`src/rtl/card_irq_pkg.sv`:
```
package card_irq_pkg;

  localparam int REG_W = 8;

  // flag positions in the status byte
  localparam int FLG_IOCHK = 7;
  localparam int FLG_CARD  = 6;
  localparam int FLG_ERR   = 5;
  localparam int FLG_PROG  = 4;
  localparam int FLG_ILOCK = 3;
  localparam int FLG_STOP  = 2;

  // bits 1:0 are command bits and are never stored
  localparam logic [REG_W-1:0] FLAG_STORE = 8'hFC;
  // enable bits that may raise the interrupt
  localparam logic [REG_W-1:0] ENA_IRQ_BITS = 8'h78;
  // writable bits of the enable register
  localparam logic [REG_W-1:0] ENA_WRITABLE = 8'h7B;

  typedef enum logic [1:0] {
    CMD_NONE = 2'b00,
    CMD_CLR  = 2'b01,
    CMD_SET  = 2'b10,
    CMD_LOAD = 2'b11
  } wcmd_e;

  typedef enum logic [1:0] {
    DRV_HIZ     = 2'd0,
    DRV_OD_LOW  = 2'd1,
    DRV_PP_LOW  = 2'd2,
    DRV_PP_HIGH = 2'd3
  } drv_e;

  typedef enum logic [1:0] {
    RA_FLAGS  = 2'd0,
    RA_ENABLE = 2'd1,
    RA_LIVE   = 2'd2,
    RA_MASK   = 2'd3
  } raddr_e;

endpackage

```
`src/rtl/card_irq_sync.sv`:
```
// Synchronizes the status lines and reports an unmasked change.
module card_irq_sync #(
  parameter int N_SRC  = 5,
  parameter int STAGES = 2
) (
  input  logic             clk,
  input  logic             rst,
  input  logic [N_SRC-1:0] raw,
  input  logic [N_SRC-1:0] mask,
  output logic [N_SRC-1:0] level,
  output logic             change
);
  localparam int CHAIN_W = N_SRC * STAGES;

  logic [CHAIN_W-1:0] chain;
  logic [N_SRC-1:0]   prev;

  generate
    if (STAGES > 1) begin : g_multi
      always_ff @(posedge clk) begin
        if (rst) chain <= '0;
        else     chain <= {chain[CHAIN_W-N_SRC-1:0], raw};
      end
    end else begin : g_single
      always_ff @(posedge clk) begin
        if (rst) chain <= '0;
        else     chain <= raw;
      end
    end
  endgenerate

  assign level = chain[CHAIN_W-1 -: N_SRC];

  always_ff @(posedge clk) begin
    if (rst) prev <= '0;
    else     prev <= level;
  end

  assign change = |((level ^ prev) & ~mask);
endmodule

```
`src/rtl/card_irq_flags.sv`:
```
// Event flag register with set/clear/load writes; events take priority.
module card_irq_flags
  import card_irq_pkg::*;
(
  input  logic             clk,
  input  logic             rst,
  input  logic             wr,
  input  logic [REG_W-1:0] wdata,
  input  logic [REG_W-1:0] hw_evt,
  output logic [REG_W-1:0] flags
);
  wcmd_e            cmd;
  logic [REG_W-1:0] sw_next;
  logic [REG_W-1:0] next;

  assign cmd = wcmd_e'(wdata[1:0]);

  always_comb begin
    sw_next = flags;
    if (wr) begin
      unique case (cmd)
        CMD_SET:  sw_next = flags | wdata;
        CMD_CLR:  sw_next = flags & ~wdata;
        CMD_LOAD: sw_next = wdata;
        default:  sw_next = flags;
      endcase
    end
    next = (sw_next | hw_evt) & FLAG_STORE;
  end

  always_ff @(posedge clk) begin
    if (rst) flags <= '0;
    else     flags <= next;
  end
endmodule

```
`src/rtl/card_irq_drive.sv`:
```
// Registered interrupt pin level and output enable.
module card_irq_drive
  import card_irq_pkg::*;
(
  input  logic             clk,
  input  logic             rst,
  input  logic [REG_W-1:0] flags,
  input  logic [REG_W-1:0] ena,
  output logic             irq_out,
  output logic             irq_oe
);
  logic active;
  drv_e code;
  logic lvl_d, oe_d;

  assign active = |(flags & ena & ENA_IRQ_BITS);
  assign code   = drv_e'(ena[1:0]);

  always_comb begin
    unique case (code)
      DRV_OD_LOW:  begin lvl_d = 1'b0;    oe_d = active; end
      DRV_PP_LOW:  begin lvl_d = ~active; oe_d = 1'b1;   end
      DRV_PP_HIGH: begin lvl_d = active;  oe_d = 1'b1;   end
      default:     begin lvl_d = 1'b0;    oe_d = 1'b0;   end
    endcase
  end

  always_ff @(posedge clk) begin
    if (rst) begin
      irq_out <= 1'b0;
      irq_oe  <= 1'b0;
    end else begin
      irq_out <= lvl_d;
      irq_oe  <= oe_d;
    end
  end
endmodule

```
`src/rtl/card_irq_ctrl.sv`:
```
module card_irq_ctrl
  import card_irq_pkg::*;
#(
  parameter int N_SRC       = 5,
  parameter int SYNC_STAGES = 2
) (
  input  logic             clk,
  input  logic             rst,
  input  logic [1:0]       reg_addr,
  input  logic             reg_wr,
  input  logic [REG_W-1:0] reg_wdata,
  output logic [REG_W-1:0] reg_rdata,
  input  logic [N_SRC-1:0] sts_in,
  input  logic             err_evt,
  input  logic             prog_evt,
  input  logic             ilock_evt,
  output logic             irq_out,
  output logic             irq_oe
);
  localparam int PAD_W = REG_W - N_SRC;

  logic [REG_W-1:0] flags_q;
  logic [REG_W-1:0] ena_q;
  logic [N_SRC-1:0] mask_q;
  logic [N_SRC-1:0] live;
  logic             card_chg;
  logic [REG_W-1:0] hw_evt;
  raddr_e           ra;

  assign ra = raddr_e'(reg_addr);

  card_irq_sync #(.N_SRC(N_SRC), .STAGES(SYNC_STAGES)) i_sync (
    .clk(clk), .rst(rst), .raw(sts_in), .mask(mask_q),
    .level(live), .change(card_chg)
  );

  always_comb begin
    hw_evt            = '0;
    hw_evt[FLG_CARD]  = card_chg;
    hw_evt[FLG_ERR]   = err_evt;
    hw_evt[FLG_PROG]  = prog_evt;
    hw_evt[FLG_ILOCK] = ilock_evt;
  end

  card_irq_flags i_flags (
    .clk(clk), .rst(rst), .wr(reg_wr && ra == RA_FLAGS),
    .wdata(reg_wdata), .hw_evt(hw_evt), .flags(flags_q)
  );

  always_ff @(posedge clk) begin
    if (rst) begin
      ena_q  <= '0;
      mask_q <= '0;
    end else if (reg_wr) begin
      if (ra == RA_ENABLE) ena_q  <= reg_wdata & ENA_WRITABLE;
      if (ra == RA_MASK)   mask_q <= reg_wdata[REG_W-1 -: N_SRC];
    end
  end

  card_irq_drive i_drive (
    .clk(clk), .rst(rst), .flags(flags_q), .ena(ena_q),
    .irq_out(irq_out), .irq_oe(irq_oe)
  );

  always_ff @(posedge clk) begin
    if (rst) reg_rdata <= '0;
    else begin
      unique case (ra)
        RA_FLAGS:  reg_rdata <= flags_q;
        RA_ENABLE: reg_rdata <= ena_q;
        RA_LIVE:   reg_rdata <= {live, {PAD_W{1'b0}}};
        default:   reg_rdata <= {mask_q, {PAD_W{1'b0}}};
      endcase
    end
  end
endmodule

```
`config.mk`:
```
export PLATFORM = sky130hd
export DESIGN_NAME = card_irq_ctrl
export DESIGN_NICKNAME = d
export VERILOG_FILES = /design/src/rtl/card_irq_pkg.sv /design/src/rtl/card_irq_sync.sv /design/src/rtl/card_irq_flags.sv /design/src/rtl/card_irq_drive.sv /design/src/rtl/card_irq_ctrl.sv
export SDC_FILE = /design/constraint.sdc
export NUM_CORES = 1
export LEC_CHECK = 0
export BUFFER_PORTS_ARGS = -buffer_cell sky130_fd_sc_hd__clkbuf_2
export CORE_ASPECT_RATIO = 1.4
export CORE_UTILIZATION = 40
export DETAILED_ROUTE_END_ITERATION = 6
export GPL_TIMING_DRIVEN = 0
export PLACE_DENSITY = 0.61
export SLEW_MARGIN = 20
export SYNTH_ARGS = -nofsm -noshare
export SYNTH_HDL_FRONTEND = slang
export SYNTH_HIERARCHICAL = 1
export SYNTH_SLANG_ARGS = --single-unit
```
`constraint.sdc`:
```
create_clock -name clk -period 1.15 [get_ports clk]
set_input_delay 0 -clock clk [delete_from_list [all_inputs] [get_ports clk]]
set_output_delay 0 -clock clk [all_outputs]
set_load 0.05 [all_outputs]
```
* Word level (Yosys, flattened, before mapping)
Index checks and enable logic that the tools add are counted.
** Storage, ports and cells
- Bits in registers :: 44
- Input port bits :: 21
- Output and inout bits :: 10
- Word-level logic and storage cells :: 39
** Operators by class
- Eq/ne operators :: 9
- Mux-type cells :: 5
- Bitwise logic cells :: 9
- Reductions and logical operators :: 7
** Operators with widths (number)
- $pmux W8 S3 :: 2
- $eq A2 B2 Y1 const B :: 6
- $and A8 B8 Y8 :: 1
- $mux W8 :: 1
- $not A8 Y8 :: 1
- $or A8 B7 Y8 :: 1
- $or A8 B8 Y8 :: 1
- $and A7 B7 Y7 :: 1
- $eq A2 B1 Y1 const B :: 3
- $and A5 B5 Y5 :: 1
- $not A5 Y5 :: 1
- $reduce_or A5 Y1 :: 1
- $xor A5 B5 Y5 :: 1
- $pmux W1 S2 :: 2
- $reduce_and A2 Y1 :: 2
- $reduce_or A4 Y1 :: 1
- $logic_not A2 Y1 :: 1
- $reduce_or A2 Y1 :: 1
- $logic_and A1 B1 Y1 :: 1
- $not A1 Y1 :: 1

* Depth between registers and ports, before layout
Gate-level depths: netlist of run 1.
- Word-level depth :: 5
- Gate-level depth with buffers :: 7
- Depth with buffers taken out :: 5

* Modules after synthesis
Netlist of run 1, hierarchy kept.
** Modules (own cells, without submodules)
- card_irq_ctrl :: times used 1, cells an instance 78, area an instance 792.0 sq um, sequential area each 380.4 sq um
- card_irq_sync :: times used 1, cells an instance 45, area an instance 510.5 sq um, sequential area each 300.3 sq um
- card_irq_flags :: times used 1, cells an instance 35, area an instance 290.3 sq um, sequential area each 120.1 sq um
- card_irq_drive :: times used 1, cells an instance 11, area an instance 98.8 sq um, sequential area each 40.0 sq um

* Worst setup path after synthesis of run 1
Ideal clock, no wire load.
- Path kind :: register -> register
- From :: register i_sync.chain[6]
- To :: register i_flags.flags[6]
- Setup time :: 119 ps
- Data arrival time :: 1059 ps
- Required time :: 1031 ps
- Path slack :: -28 ps
- Stages on the path, launching flop included :: 6
- Buffers on the path :: 0
- Period minus slack after synthesis :: 1178 ps
- Path through :: dfxtp_1 -> xnor2_1 -> o22ai_1 -> or3_1 -> a31oi_1 -> a21oi_1
** Between the ends
- Cells in the longest elaborated chain, start to end :: 4
** RTL lines
- from (decl) :: RTL line card_irq_sync.sv:15 : logic [CHAIN_W-1:0] chain;
- from (signal assigned) :: RTL line card_irq_sync.sv:22 : else chain <= {chain[CHAIN_W-N_SRC-1:0], raw};
- $xor A5 B5 Y5 :: RTL line card_irq_sync.sv:39 : assign change = |((level ^ prev) & ~mask);
- $and A5 B5 Y5 :: RTL line card_irq_sync.sv:39
- $reduce_or A5 Y1 :: RTL line card_irq_sync.sv:39
- named net card_chg :: RTL line card_irq_ctrl.sv:26 : logic card_chg;
- $or A8 B7 Y8 :: RTL line card_irq_flags.sv:28 : next = (sw_next | hw_evt) & FLAG_STORE;
- to (signal assigned) :: RTL line card_irq_flags.sv:33 : else flags <= next;
- to (decl) :: RTL line card_irq_flags.sv:10 : output logic [REG_W-1:0] flags
The timed path passes the listed nets, and every way through them passes these cells.
A chain may end at the register's enable or synchronous reset.

* Worst setup path in the final report of run 1
- From :: register i_sync.prev[4]
- To :: register i_flags.flags[6]
** Between the ends
- Cells in the longest elaborated chain, start to end :: 4
** RTL lines
- from (decl) :: RTL line card_irq_sync.sv:16 : logic [N_SRC-1:0] prev;
- from (signal assigned) :: RTL line card_irq_sync.sv:36 : else prev <= level;
- $xor A5 B5 Y5 :: RTL line card_irq_sync.sv:39
- $and A5 B5 Y5 :: RTL line card_irq_sync.sv:39
- $reduce_or A5 Y1 :: RTL line card_irq_sync.sv:39
- named net card_chg :: RTL line card_irq_ctrl.sv:26
- $or A8 B7 Y8 :: RTL line card_irq_flags.sv:28
The timed path passes the listed nets, and every way through them passes these cells.

==> results.tsv, run 1 <==
metric	value	unit
GRT overflow	0	
Leak	0.000985	uW
ant diodes	0	
fin crit share	1.09	
post-CTS setup buffer count	0	
Avg Inst Size Synth	10.0	sq um
Final Total Pwr	2920	uW
first-pass GRT wire length	5.78	mm
Clock Tree Buf Depth	2	
outcome	finished with violations	
GRT Resource Usage Total	0.169	
layout cell share with drive strength beyond 1	0.288	
Final WS setup	-0.100	ns
Worst EP arrival	1.43	ns
DRC	2	
Worst-Skew Late Latency	0.30	ns
initial antenna violation count	0	
H-tree depth	2	
DP Wirelength	2.33	mm
IO buf count	29	
minimum clock period	1.25	ns
worst min-delay path class	input port to flip-flop	
die height	78.9	um
clock root buffer	clkbuf_8	
IO Pins	31	
setup total negative slack	-0.100	ns
Layout fillers	368	
core area	3990	sq um
Synth top cells by count	dfxtp_1 (42), mux2i_1 (18), nand2_1 (16)	
wire per inst	13.1	um
Initial Util	0.424	
Netlist Area Pre-Place	1690	sq um
vias post-DR	1356	
DR pass1 iterations	6	
CTS buffer count	5	
top cells by area, synth	dfxtp_1 (50%), mux2i_1 (11%), a21oi_1 (3.8%)	
CP required	1.33	ns
vias in the first global route	1326	
die area	4500	sq um
Max Slew Vio Count	0	
worst slew pin tran	0.510	ns
final wirelength	3.46	mm
Hold Fails Final Rpt	0	
final core occ	0.546	
Detailed Route Iter0 Violations	46	
hold slack	0.0204	ns
PwrDens	1340	nW/um^2
largest net degree at the start of global routing	21	
maximum vdd drop	0.00106	V
CP max stage delay	0.33	ns
TritonCTS clock tree	done	
Rows	27	
Post-Place Setup Slack	-0.150	ns
Bufs and invs on worst path	0	
Crit. End Element	flip-flop	
Yosys warnings	6	
ANT nets after route	0	
Final Skew	0.00496	ns
highest clock rate	0.800	GHz
Worst Setup Path Type	flip-flop to flip-flop	
Final Setup Violations	1	
Post-synth ARST share	0	
Die Wd	57.0	um
most frequent cell after synthesis	dfxtp_1	
share of the synthesized area in the top cell type	0.497	
synthesized instance count	169	
relative slew slack	0.660	
failing checks	design-rule violations, negative setup slack	
#FFs+latches synth	42	
EDFF count, synth	0	
reported max-cap violation count	0	
P&R area growth vs syn	28.6	%
Main synth FF type	dfxtp_1	
GP Congestion	0.753	
slowest CP cell	dfxtp_1	
Nets	242	
unique cell type count in the Yosys netlist	29	
sequential share of the synthesized area	0.497	
crit path cell chain	xnor2_2 -> o22ai_2 -> or3_1 -> a31oi_1 -> a21oi_1	
Startpoint Class	flip-flop	
clock sink total	42	
Critical Path Fanout Max	1	
RSZ-0062 raised after global routing	yes	
Worst-path clk slew	0.08	ns
Yosys top cell by area	dfxtp_1	
post-DR vias/cell	5.12	
CP top delay family	flip-flops	
worst paths after layout:
check,start,to,slack (ns),cells past startpoint
min,reg_wdata[2],i_flags/flags[2],0.02,4
max,i_sync/prev[4],i_flags/flags[6],-0.10,5
max reg2reg,i_sync/prev[4],i_flags/flags[6],-0.10,5
min reg2reg,i_sync/chain[3],i_sync/chain[8],0.44,1
kinds of logic after synthesis:
| kind of cell | Yosys count | share of synthesized area |
|---|---|---|
| xor+xnor | 5 | 0.0259 |
| mux | 18 | 0.107 |
| buf+inv | 16 | 0.0695 |
| simple gates | 51 | 0.169 |
| flops | 42 | 0.497 |
| other cells | 2 | 0.00444 |
| compound gates | 35 | 0.127 |
stage by stage:
| step | area [sq um] | cells |
|---|---|---|
| after floorplan | 1700 | 171 |
| after CTS | 2140 | 265 |
| after global placement | 1900 | 243 |
| final | 2180 | 265 |
| after detailed placement | 1900 | 243 |
| after global routing | 2180 | 265 |
repair_timing:
action	CTS	global route
hold buffers	14	0
gates resized for setup	4	7
endpoints found under the setup margin	1	1
hold endpoints to repair	15	0
pin swaps	0	2
power breakdown:
part / switching [uW] / leakage (uW) / internal (uW)
sequential: 38.0 / 0.000348 / 1520
clock: 502 / 0.0000482 / 484
combinational: 197 / 0.000589 / 183
worst min-delay path, delay by kind of cell:
family / cells / cell delay [ns]
buf+inv: 1 / 0.09
simple gates: 1 / 0.06
compound gates: 2 / 0.12
per-layer routing:
metal | global-route usage | up-vias | wire, um
li1 | - | 678 | -
met1 | 0.175 | 631 | 1430
met2 | 0.300 | 42 | 1810
met3 | 0.0570 | 5 | 155
met4 | 0.0829 | 0 | 61
met5 | 0 | - | 0
cell usage in the layout (no fill, tap or decap), drive strengths merged:
| cell type | n |
|---|---|
| dfxtp | 42 |
| or3 | 2 |
| buf | 12 |
| o21ai | 1 |
| o211ai | 6 |
| nor3b | 2 |
| clkinv | 1 |
| clkbuf | 38 |
| nand3 | 1 |
| a22o | 2 |
| nor2 | 10 |
| conb | 4 |
| or2b | 1 |
| and2b | 7 |
| nand2 | 16 |
| dlygate4sd3 | 14 |
| a31oi | 6 |
| mux2i | 18 |
| xnor2 | 5 |
| nand3b | 2 |
| or2 | 1 |
| inv | 2 |
| and3 | 1 |
| a211oi | 1 |
| nor2b | 8 |
| a21oi | 13 |
| o22ai | 6 |
sequential cells by signal, indices dropped and copies added, names as in the netlist:
signal,count
ena_q,6
i_sync/prev,5
i_drive/irq_out,1
i_drive/irq_oe,1
reg_rdata,8
i_flags/flags,6
mask_q,5
i_sync/chain,10
final cells by class:
cell class	instances	area, sq um	area share
Multi-Input combinational cell	113	777	0.357
Timing Repair Buffer	43	285	0.131
Clock buffer	7	86.3	0.0397
Sequential cell	42	851	0.391
Clock inverter	1	5.00	0.00230
Buffer	14	110	0.0506
Inverter	2	7.51	0.00345
Tap cell	43	53.8	0.0247
No activity file was read; power rests on OpenSTA's default activity.
==> inputs of run 2 (changes only) <==
- PLACE_DENSITY: 0.61 -> 0.59
- clock period: 1.15 -> 1.2 ns (I/O delays scaled with it)
==> run 2 against run 1 <==
Against the previous run:
- the flow still finishes with violations (design-rule violations, negative setup slack)
- largest cell class unchanged
- highest routed layer unchanged
- hold slack got worse by 0.015 ns
- global-route usage increased by 0.34 points
- critical endpoint unchanged
- clock skew increased by 0.0051 ns
==> results.tsv, run 2 (synthesized netlist as in run 1, its figures left out) <==
metric	value	unit	change
max FFs per register	10		unchanged
CP max stage delay	0.36	ns	was 0.33 ns
fin crit share	1.05		was 1.09
dpl cells	243		unchanged
CP Depth	5		unchanged
commonest non-fill, non-tap cell in the layout	dfxtp_1		unchanged
R2R setup slack	-0.05	ns	was -0.10 ns
crit path cell chain	xnor2_2 -> o22ai_1 -> or3_1 -> a31oi_1 -> a21oi_1		was xnor2_2 -> o22ai_2 -> or3_1 -> a31oi_1 -> a21oi_1
clock sink total	42		unchanged
Leak	0.000986	uW	was 0.000985 uW
CP required	1.37	ns	was 1.33 ns
Critical Path Fanout Max	1		unchanged
core area	3990	sq um	unchanged
Final Total Pwr	2910	uW	was 2920 uW
global-route met1 utilization	0.166		was 0.175
wire per inst	13.5	um	was 13.1 um
slowest CP cell	or3_1		was dfxtp_1
sw frac	0.240		was 0.252
Final WS setup	-0.0544	ns	was -0.100 ns
IO Pins	31		unchanged
RR Startpoint	i_sync/prev[3]		was i_sync/prev[4]
initial antenna violation count	0		unchanged
fraction of power consumed by sequential logic	0.514		was 0.533
RSZ-0062 raised after global routing	yes		unchanged
highest clock rate	0.797	GHz	was 0.800 GHz
largest net degree at the start of global routing	21		unchanged
hold slack	0.00549	ns	was 0.0204 ns
CTS buffer count	5		unchanged
CP top delay family	simple AND/OR/NAND/NOR gates		was flip-flops
Bufs and invs on worst path	0		unchanged
Clock Tree Buf Depth	2		unchanged
vias post-DR	1372		was 1356
ANT nets after route	0		unchanged
Detailed Route Iter0 Violations	56		was 46
grt peak-use layer	met2		unchanged
layout cell share with drive strength beyond 1	0.270		was 0.288
Layout fillers	397		was 368
worst setup path endpoint	i_flags/flags[6]		unchanged
PwrDens	1340	nW/um^2	about the same
Worst EP arrival	1.43	ns	about the same
Finished Layout Cells	265		unchanged
largest registers	i_sync/chain (10), reg_rdata (8)		unchanged
Clock power frac	0.362		was 0.337
met2 usage	0.327		was 0.300
combinational fraction of design power	0.124		was 0.130
worst min-delay path class	input port to flip-flop		unchanged
crit path from	i_sync/prev[3]		was i_sync/prev[4]
die height	78.9	um	unchanged
TritonCTS clock tree	done		unchanged
final core occ	0.545		was 0.546
Initial Util	0.424		unchanged
Final Setup Violations	1		unchanged
DRC	6		was 2
Hold Fails Final Rpt	0		unchanged
Final Skew	0.0101	ns	was 0.00496 ns
clock root buffer	clkbuf_8		unchanged
net load switching power	696	uW	was 737 uW
GP Congestion	0.786		was 0.753
P&R area growth vs syn	28.3	%	was 28.6%
Max Slew Vio Count	0		unchanged
Nets	242		unchanged
failing checks	design-rule violations, negative setup slack		unchanged
Die Wd	57.0	um	unchanged
final wirelength	3.58	mm	was 3.46 mm
met3 GRT Util	0.0472		was 0.0570
reported max-cap violation count	0		unchanged
Rows	27		unchanged
GRT overflow	0		unchanged
P_int	2210	uW	was 2190 uW
ant diodes	0		unchanged
vias in the first global route	1360		was 1326
DP Wirelength	2.48	mm	was 2.33 mm
Top reg by flops	i_sync/chain		unchanged
first-pass GRT wire length	5.89	mm	was 5.78 mm
minimum clock period	1.25	ns	about the same
Startpoint Class	flip-flop		unchanged
die area	4500	sq um	unchanged
path depth of the worst reg2reg path	5		unchanged
outcome	finished with violations		unchanged
most frequent cells in the layout	dfxtp_1 (36), clkbuf_2 (29), mux2i_1 (18)		was dfxtp_1 (34), clkbuf_2 (29), mux2i_1 (18)
Worst-path clk slew	0.08	ns	about the same
DR pass1 iterations	6		unchanged
IO buf count	29		unchanged
Crit. End Element	flip-flop		unchanged
H-tree depth	2		unchanged
maximum vdd drop	0.000669	V	was 0.00106 V
Worst-Skew Late Latency	0.30	ns	about the same
post-DR vias/cell	5.18		was 5.12
GRT Resource Usage Total	0.172		was 0.169
Critical R2R Capture	i_flags/flags[6]		unchanged
Worst Setup Path Type	flip-flop to flip-flop		unchanged
==> run 2: worst min path at each step <==
stage,cells past startpoint,startpoint,end
after floorplan,1,rst,i_drive/irq_oe
after global placement,2,sts_in[0],i_sync/chain[0]
after detailed placement,2,sts_in[1],i_sync/chain[1]
after CTS,3,reg_wdata[1],ena_q[1]
after global routing,4,reg_wdata[2],i_flags/flags[2]
final,3,reg_wdata[1],ena_q[1]
==> run 2: per-stage QoR <==
stage	TNS [ns]	setup WS, ns	area, sq um
after floorplan	0	0.0217	1700
after global placement	-0.431	-0.0950	1900
after detailed placement	-0.536	-0.121	1900
after CTS	-0.0748	-0.0748	2150
after global routing	-0.138	-0.138	2170
final	-0.0544	-0.0544	2170
==> run 2: routing by layer <==
layer,wire length [um],part of all wire
met1,1420,0.40
met5,0,0
met2,1920,0.54
met3,156,0.044
met4,82,0.023
==> run 2: final cells by class <==
type / count / area, sq um / share of cell area
tap: 43 / 53.8 / 0.0248
buffer: 14 / 110 / 0.0507
timing repair buffer: 43 / 285 / 0.131
clock buffer: 8 / 110 / 0.0507
sequential: 42 / 848 / 0.391
inverter: 2 / 7.51 / 0.00346
multi-input combinational: 113 / 756 / 0.348
==> run 2: power by group through the flow <==
stage	Sequential (uW)	Combinational, uW	Clock [uW]
after floorplan	1560	178	0
after global placement	1520	316	0
after detailed placement	1520	323	0
after CTS	1490	359	1090
after global routing	1500	393	1120
final	1490	361	1050
==> run 2: tightest hold or removal path, stage by stage <==
cell	delay, ns
clkbuf_2	0.12
mux2i_1	0.08
nor2_1	0.08
==> run 2: repair_timing <==
| item | in CTS | in global routing |
|---|---|---|
| endpoints found under the setup margin | 1 | 1 |
| gates resized for setup | 2 | 6 |
| hold buffers | 14 | 0 |
| hold endpoints to repair | 15 | 0 |
| buffers inserted | 0 | 0 |
==> inputs of run 3 (changes only) <==
- GPL_TIMING_DRIVEN: 0 -> default
- clock period: 1.2 -> 1.4 ns (I/O delays scaled with it)
==> run 3 against run 2 <==
Against the previous run:
- hold slack improved by 0.012 ns
- design area decreased by 5.5%
- critical path type unchanged
- clock power decreased by 25%
- utilization decreased by 3.0 points
- the run ends with design-rule violations left
- sequential share of layout area increased by 1.9 points
- first-iteration DRC count decreased by 50%
- register-to-register slack improved by 0.17 ns
- sequential power decreased by 14%
==> results.tsv, run 3 (synthesized netlist as in run 1, its figures left out) <==
metric	value	unit	change
Post-DP Area	1830	sq um	was 1900 sq um
Post-Layout Inst Area	2050	sq um	was 2170 sq um
slowest CP cell	dfxtp_1		was or3_1
wire per inst	13.4	um	was 13.5 um
GP Congestion	0.765		was 0.786
Nets	233		was 242
Hold Fails Final Rpt	0		unchanged
IO buf count	30		was 29
CP max stage delay	0.37	ns	was 0.36 ns
highest clock rate	0.777	GHz	was 0.797 GHz
minimum clock period	1.29	ns	was 1.25 ns
Critical Path Fanout Max	3		was 1
setup total negative slack	0	ns	was -0.0544 ns
largest net degree at the start of global routing	17		was 21
CTS buffer count	5		unchanged
Crit. End Element	flip-flop		unchanged
ANT nets after route	0		unchanged
die area	4500	sq um	unchanged
initial antenna violation count	0		unchanged
DP Wirelength	2.47	mm	was 2.48 mm
largest registers	i_sync/chain (10), reg_rdata (8)		unchanged
Max Slew Vio Count	0		unchanged
commonest non-fill, non-tap cell in the layout	dfxtp_1		unchanged
CP required	1.58	ns	was 1.37 ns
hold slack	0.0172	ns	was 0.00549 ns
die height	78.9	um	unchanged
H-tree depth	2		unchanged
path depth of the worst reg2reg path	5		unchanged
P&R area growth vs syn	21.3	%	was 28.3%
clock root buffer	clkbuf_8		unchanged
Worst Setup Path Type	flip-flop to flip-flop		unchanged
IO Pins	31		unchanged
fin crit share	0.919		was 1.05
Startpoint Class	flip-flop		unchanged
maximum vdd drop	0.000901	V	was 0.000669 V
Rows	27		unchanged
crit path cell chain	xnor2_1 -> o22ai_1 -> or3_1 -> a31oi_1 -> a21oi_1		was xnor2_2 -> o22ai_1 -> or3_1 -> a31oi_1 -> a21oi_1
Initial Util	0.424		unchanged
ant diodes	0		unchanged
Final Skew	0.00414	ns	was 0.0101 ns
Worst EP arrival	1.46	ns	was 1.43 ns
PwrDens	1150	nW/um^2	was 1340 nW/um^2
Die Wd	57.0	um	unchanged
Leak	0.000925	uW	was 0.000986 uW
Clock Tree Buf Depth	2		unchanged
hold path depth	3		unchanged
first-pass GRT wire length	5.53	mm	was 5.89 mm
TritonCTS clock tree	done		unchanged
most frequent cells in the layout	dfxtp_1 (42), clkbuf_2 (30), mux2i_1 (18)		was dfxtp_1 (36), clkbuf_2 (29), mux2i_1 (18)
max FFs per register	10		unchanged
final wirelength	3.43	mm	was 3.58 mm
Final Setup Violations	0		was 1
GRT overflow	0		unchanged
layout cell share with drive strength beyond 1	0.211		was 0.270
worst min-delay path class	input port to flip-flop		unchanged
outcome	finished with violations		unchanged
Layout fillers	387		was 397
vias in the first global route	1249		was 1360
post-CTS setup buffer count	0		unchanged
post-DR vias/cell	5.09		was 5.18
Worst-Skew Late Latency	0.28	ns	was 0.30 ns
RSZ-0062 raised after global routing	no		was yes
DR pass1 iterations	6		unchanged
vias post-DR	1304		was 1372
failing checks	design-rule violations		was design-rule violations, negative setup slack
core area	3990	sq um	unchanged
reported max-cap violation count	0		unchanged
Detailed Route Iter0 Violations	28		was 56
DRC	6		unchanged
Top reg by flops	i_sync/chain		unchanged
clock sink total	42		unchanged
Worst-path clk slew	0.08	ns	about the same
GRT Resource Usage Total	0.163		was 0.172
[run 3: cell types whose count changed in the layout (fill, tap and decap cells not counted), sizes merged]
cell,change
clkbuf,-2
buf,-7
clkinv,+1
dlygate4sd3,-1
[run 3: timing repair]
item / 4_1_cts / 5_1_grt
setup endpoints to repair: 0 / 0
gates resized for setup: 0 / 0
hold endpoints to repair: 13 / 0
hold buffers: 13 / 0
[run 3: area by class of cell]
type / count / area (sq um) / share of cell area
Clock buffer: 7 / 86.3 / 0.0421
Clock inverter: 1 / 5.00 / 0.00244
Tap cell: 43 / 53.8 / 0.0262
Timing Repair Buffer: 48 / 318 / 0.155
Multi-Input combinational cell: 113 / 741 / 0.361
Inverter: 2 / 7.51 / 0.00366
Sequential cell: 42 / 841 / 0.410
[run 3: path summary, 6_finish.rpt]
kind	slack [ns]	start	endpoint
setup / recovery	0.11	i_sync/chain[6]	i_flags/flags[6]
hold / removal	0.02	ilock_evt	i_flags/flags[3]
setup reg to reg	0.11	i_sync/chain[6]	i_flags/flags[6]
hold reg to reg	0.43	i_sync/chain[0]	i_sync/chain[5]
[run 3: stage by stage]
step,worst slack (ns),instances,utilization,power [uW]
final,0.113,256,0.515,2350
after global routing,0.0326,256,0.515,2450
after CTS,0.134,256,0.515,2370
after detailed placement,0.149,235,0.459,1560
after global placement,0.183,235,0.459,1560
after floorplan,0.222,171,-,1490
[run 3: critical path: cells and delay by family (launching register included)]
kind	cells	cell delay [ns]
flops	1	0.37
compound gates	3	0.35
simple gates	1	0.34
xor+xnor	1	0.13
[run 3: per-layer routing]
metal / vias to the layer above / share of wire / GRT usage
met5: - / 0 / 0
met4: 0 / 0.020 / 0.0878
met3: 6 / 0.032 / 0.0358
met2: 31 / 0.53 / 0.304
met1: 612 / 0.42 / 0.164
li1: 655 / - / -
[run 3: where the power goes]
| part | internal, uW | switching, uW |
|---|---|---|
| combinational | 130 | 157 |
| sequential | 1250 | 28.8 |
| clock | 398 | 393 |
